### src/rtl/vec_odd_mul.sv
module vec_odd_mul #(
  parameter int HW    = 16,
  parameter int NLANE = 4,
  parameter int RIDX  = 5
) (
  input  logic                    clk,
  input  logic                    rst,
  input  logic [31:0]             instr_i,
  input  logic                    in_valid_i,
  input  logic [2*HW*NLANE-1:0]   src_a_i,
  input  logic [2*HW*NLANE-1:0]   src_b_i,
  output logic                    match_o,
  output logic                    res_valid_o,
  output logic [RIDX-1:0]         res_dst_o,
  output logic [2*HW*NLANE-1:0]   res_o
);
  localparam int PW = 2 * HW;
  localparam int VW = PW * NLANE;
  localparam logic [5:0]  MAJOR = 6'd4;
  localparam logic [10:0] MINOR = 11'd72;

  logic [VW-1:0] prod;
  logic          take;

  assign match_o = (instr_i[31:26] == MAJOR) && (instr_i[10:0] == MINOR);
  assign take    = in_valid_i && match_o;

  for (genvar i = 0; i < NLANE; i++) begin : g_lane
    logic [HW-1:0] a_h, b_h;
    assign a_h = src_a_i[VW-1-(2*i+1)*HW -: HW];
    assign b_h = src_b_i[VW-1-(2*i+1)*HW -: HW];
    assign prod[VW-1-i*PW -: PW] = PW'(a_h) * PW'(b_h);
  end

  always_ff @(posedge clk) begin
    if (rst) begin
      res_valid_o <= 1'b0;
      res_o       <= '0;
      res_dst_o   <= '0;
    end else begin
      res_valid_o <= take;
      if (take) begin
        res_o     <= prod;
        res_dst_o <= instr_i[25:21];
      end
    end
  end
endmodule


### config.mk
export PLATFORM = sky130hd
export DESIGN_NAME = vec_odd_mul
export DESIGN_NICKNAME = d
export VERILOG_FILES = /design/src/rtl/vec_odd_mul.sv
export SDC_FILE = /design/constraint.sdc
export NUM_CORES = 2
export LEC_CHECK = 0
export BUFFER_PORTS_ARGS = -buffer_cell sky130_fd_sc_hd__buf_2
export CORE_MARGIN = 4
export CORE_UTILIZATION = 30
export DETAILED_ROUTE_END_ITERATION = 10
export PLACE_DENSITY = 0.43
export REMOVE_ABC_BUFFERS = 1
export SLEW_MARGIN = 20
export SYNTH_ARGS = -nofsm -noshare
export SYNTH_HDL_FRONTEND = slang
export SYNTH_SLANG_ARGS = --single-unit
export TNS_END_PERCENT = 100
### constraint.sdc
create_clock -name clk -period 8.7 [get_ports clk]
set_clock_uncertainty 0.2 [all_clocks]
set_input_delay 1.74 -clock clk [delete_from_list [all_inputs] [get_ports clk]]
set_output_delay 1.74 -clock clk [all_outputs]
set_load 0.005 [all_outputs]
== Word-level counts from Yosys, hierarchy flattened ==
Cells that the tools add are included.

* Register bits after elaboration: 134
* Bits in latches: 0
* Bits in writable memories: 0
* Bits in read-only memories: 0
* Bits of input ports: 291
* Output and inout port bits: 135
* Memories: 0

* Add/subtract/negate cells: 0
* Multiply operators: 4
* Divide/modulo/power cells: 0
* Magnitude comparators: 0
* Equal/unequal tests: 2
* Shift-type cells: 0
* Multiplexer cells: 0
* Bitwise operators: 0
* Reduce and logical (&&, ||, !) cells: 2

{| class="wikitable"
|+ Operators by type and width
! cell !! count
|-
| multiplier 16 x 16 -> 32 bit || 4
|-
| == test 11 x 7 -> 1 bit (second input constant) || 1
|-
| == test 6 x 3 -> 1 bit (second input constant) || 1
|-
| logical AND 1 bit || 2
|}

== Logic depth before layout (Yosys ltp) ==
* Word-level depth: 3
* Gate-level depth with buffers: 24

== Least setup slack after synthesis ==
OpenSTA, ideal clock, no wires.

* Kind: input to register
* Start point: input port src_a_i[103]
* End point: register res_o[126]
* Library setup time: 0.079 ns
* Arrival: 7.329 ns
* Required time: 8.421 ns
* Setup slack: 1.092 ns
* Cell stages on the path: 23
* Cell sequence: clkbuf_1 nand2_1 fa_1 inv_1 fa_1 inv_1 fa_1 inv_1 fa_1 fa_1 inv_1 fa_1 inv_1 ha_1 and3_2 nand2_1 a2111oi_0 o2111ai_1 a21oi_1 o2111ai_1 a211oi_1 nand3_1 o211ai_1

* Word-level cells in the longest chain between the ends: 1

{| class="wikitable"
|+ RTL lines
! item !! RTL line !! RTL
|-
| start, declared || 10 || <nowiki>input logic [2*HW*NLANE-1:0] src_a_i,</nowiki>
|-
| multiplier 16 x 16 -> 32 bit || 32 || <nowiki>assign prod[VW-1-i*PW -: PW] = PW'(a_h) * PW'(b_h);</nowiki>
|-
| end signal, assigned || 43 || <nowiki>res_o <= prod;</nowiki>
|-
| end, declared || 15 || <nowiki>output logic [2*HW*NLANE-1:0] res_o</nowiki>
|}

Every way passes these cells.
A chain may end at the register's enable or synchronous reset.

== Worst setup path after layout ==
* Start point: input port src_b_i[103]
* End point: register res_o[126]

* Word-level cells in the longest chain between the ends: 1

{| class="wikitable"
|+ RTL lines
! item !! RTL line !! RTL
|-
| start, declared || 11 || <nowiki>input logic [2*HW*NLANE-1:0] src_b_i,</nowiki>
|-
| multiplier 16 x 16 -> 32 bit || 32 ||
|}

Every way passes these cells.

==> reports/results.ini <==
[outcome]
status=complete, no violations

[grt]
grt_pass1_wl_um=186700
grt_pass1_vias=31918
antenna_found_initial=3
overflow=0
grt_max_degree=118
grt_use_total=0.1792

[sta]
slew_headroom=0.5018
hold_viol=0
max_clock_freq_mhz=130.1
setup_slack_ns=1.015
worst_pin_slew_ns=0.7474
rsz0062_at_grt=no
setup_tns_ns=0
fin_crit_ns=7.685
drv_slew=0
setup_viol_count_final=0
post-route-period-util=0.8833

[placement]
placed_cell_area_sq_um=41630
io_buffers=287
post-place-ws_ns=0.4386
place_congestion=0.8175
hpwl_um=93220

[floorplanning]
die_y_um=365.9
rows=131
start_util=0.3017
io_pins=426
die_area_sq_um=133900
core_sq_um=127400
die_x_um=365.9

[logic_synthesis]
yosysSeqAreaShare=0.06982
ys_types=75
async_flop_share=0
avgSynthCellArea_sq_um=8.636
syn_inst=4449
synth_top_cells_by_area=fa_1 (40%), ha_1 (14%), inv_1 (9.0%)
ys_ff_latch=134
yosysMostFrequentCell=inv_1
synth-main-ff-cell=dfxtp_1
synth_top_area_frac=0.4044
synth.largest_area_cell=fa_1
synth-edff-count=0
syn_area_sq_um=38420
synth_commonest_cells=inv_1 (920), nand2_1 (790), fa_1 (776)
yosys_warnings=0

[setup_path]
end_kind=flop
cp-start-kind=input pin
cpMostUsedCell=fa_1
critPathRequiredTime_ns=8.96
max_stage_delay_ns=0.55
crit_path_top_delay_cell=fa_1
arrival_ns=7.95
path_buf_inv=7
crit_type=in -> reg
cp_cell_sequence=buf_2 -> nand2_1 -> fa_1 -> inv_1 -> fa_1 -> inv_1 -> fa_1 -> inv_1 -> fa_1 -> fa_1 -> inv_1 -> fa_1 -> inv_1 -> ha_1 -> and3_2 -> nand2_1 -> a2111oi_0 -> buf_4 -> o2111ai_1 -> a21oi_1 -> o2111ai_1 -> a211oi_1 -> nand3_1 -> o211ai_1
worst-path-max-fanout=16
cpLargestDelayFamily=adder cells

[cts]
postCtsHoldBufs=0
clockBufferDepth=2
ctsHtreeMaxLevel=4
cts-root-buf=clkbuf_16
numClockSinks=134
numCtsBuffers=17
post_cts_buffers=0
cts_resized=0
clkLatencyLatePin_ns=0.53
cts_tree=yes
cts.reportedPaths.clkPinSlew_ns=0.08

[flow_run]
cap_violations=0

[route]
wl_per_cell_um=18.46
drt_wl_total_um=116300
via_per_inst=4.674
drt_iter0_drc=1340
firstDrtPassIters=5
antenna_left=0
num_vias=29432
drc=0

[cells_and_area]
num_antenna_cells=0
postLayoutCellArea_sq_um=42230
area_growth_pct=9.923
drive_above_1_share=0.08501
final_net_count=6105

[worst_hold_path]
hold_path.class=reg -> reg

[worst paths after layout]
| check | slack [ns] | startpoint | cells after the start | endpoint |
|---|---|---|---|---|
| max | 1.02 | src_b_i[103] | 24 | res_o[126] |
| min | 0.25 | res_o[96] | 2 | res_o[96] |
| max reg2reg | 7.57 | res_o[109] | 2 | res_o[109] |
| min reg2reg | 0.25 | res_o[96] | 2 | res_o[96] |
[placed cells by master (no fill, tap or decap), types with 5 or more instances in the layout]
master | netlist | final
mux2i_1 | 5 | 5
a21oi_1 | 201 | 201
clkbuf_16 | 0 | 17
xor2_1 | 21 | 21
inv_1 | 920 | 920
a21o_1 | 65 | 65
xnor2_1 | 77 | 77
nor2_1 | 56 | 56
o21a_1 | 13 | 13
dfxtp_1 | 134 | 134
and2_1 | 472 | 472
nand2b_1 | 11 | 11
o21bai_1 | 10 | 10
nand3_1 | 45 | 45
fa_1 | 776 | 776
nor4_1 | 7 | 5
nor2b_1 | 7 | 7
ha_1 | 416 | 416
o211ai_1 | 6 | 6
nand4_1 | 9 | 9
buf_2 | 0 | 286
nor3_1 | 18 | 18
or3_1 | 6 | 6
and3_1 | 20 | 20
a31oi_1 | 22 | 22
nand2_1 | 790 | 790
a211o_1 | 11 | 11
o21ai_0 | 49 | 49
a211oi_1 | 23 | 23
buf_4 | 1 | 49
inv_6 | 0 | 7
[logic make-up after synthesis]
kind of cell,after synthesis,synth area share
multiplexers,6,0.001596
flip-flops,134,0.06982
AO/OA/AOI/OAI,450,0.07500
AND/OR/NAND/NOR,1465,0.1825
XOR/XNOR,98,0.02234
adder cells (fa/ha/maj),1192,0.5398
buffers and inverters,1104,0.1089
[layout make-up]
| type | instances | area [sq um] |
|---|---|---|
| timing repair buffer | 337 | 1831 |
| sequential | 134 | 2683 |
| fill | 13576 | 85120 |
| tap | 1662 | 2079 |
| inverter | 921 | 3457 |
| clock buffer | 17 | 425.4 |
| clock inverter | 15 | 177.7 |
| multi-input combinational | 3211 | 31580 |
[tightest hold or removal path: cells and delay by family (launching register included)]
family	cells	cell delay (ns)
AOI/OAI and AO/OA	1	0.05
DFF	1	0.31
and+or+nand+nor	1	0.05
[registers in the layout, summed over array words and instances (netlist names)]
register and flops:
res_valid_o 1, res_o 128, res_dst_o 5
[per-layer routing]
layer	vias to the layer above	global-route usage	wire, um
met2	505	0.2896	53330
met5	-	0	0
met3	76	0.05198	7860
met1	15023	0.2379	52930
li1	13828	-	-
met4	0	0.03940	2136
[through the flow]
step,hold WS (ns),utilization,instances
final,0.2467,0.3316,6297
after global routing,0.2682,0.3316,6297
after CTS,0.2509,0.3316,6297
after detailed placement,0.2403,0.3269,6265
after global placement,0.2362,0.3269,6265
after floorplan,0.2422,-,4266
Power is left out: the tool's default activity adds up to more than one toggle a clock period on the data nets, which glitch-free logic cannot reach.
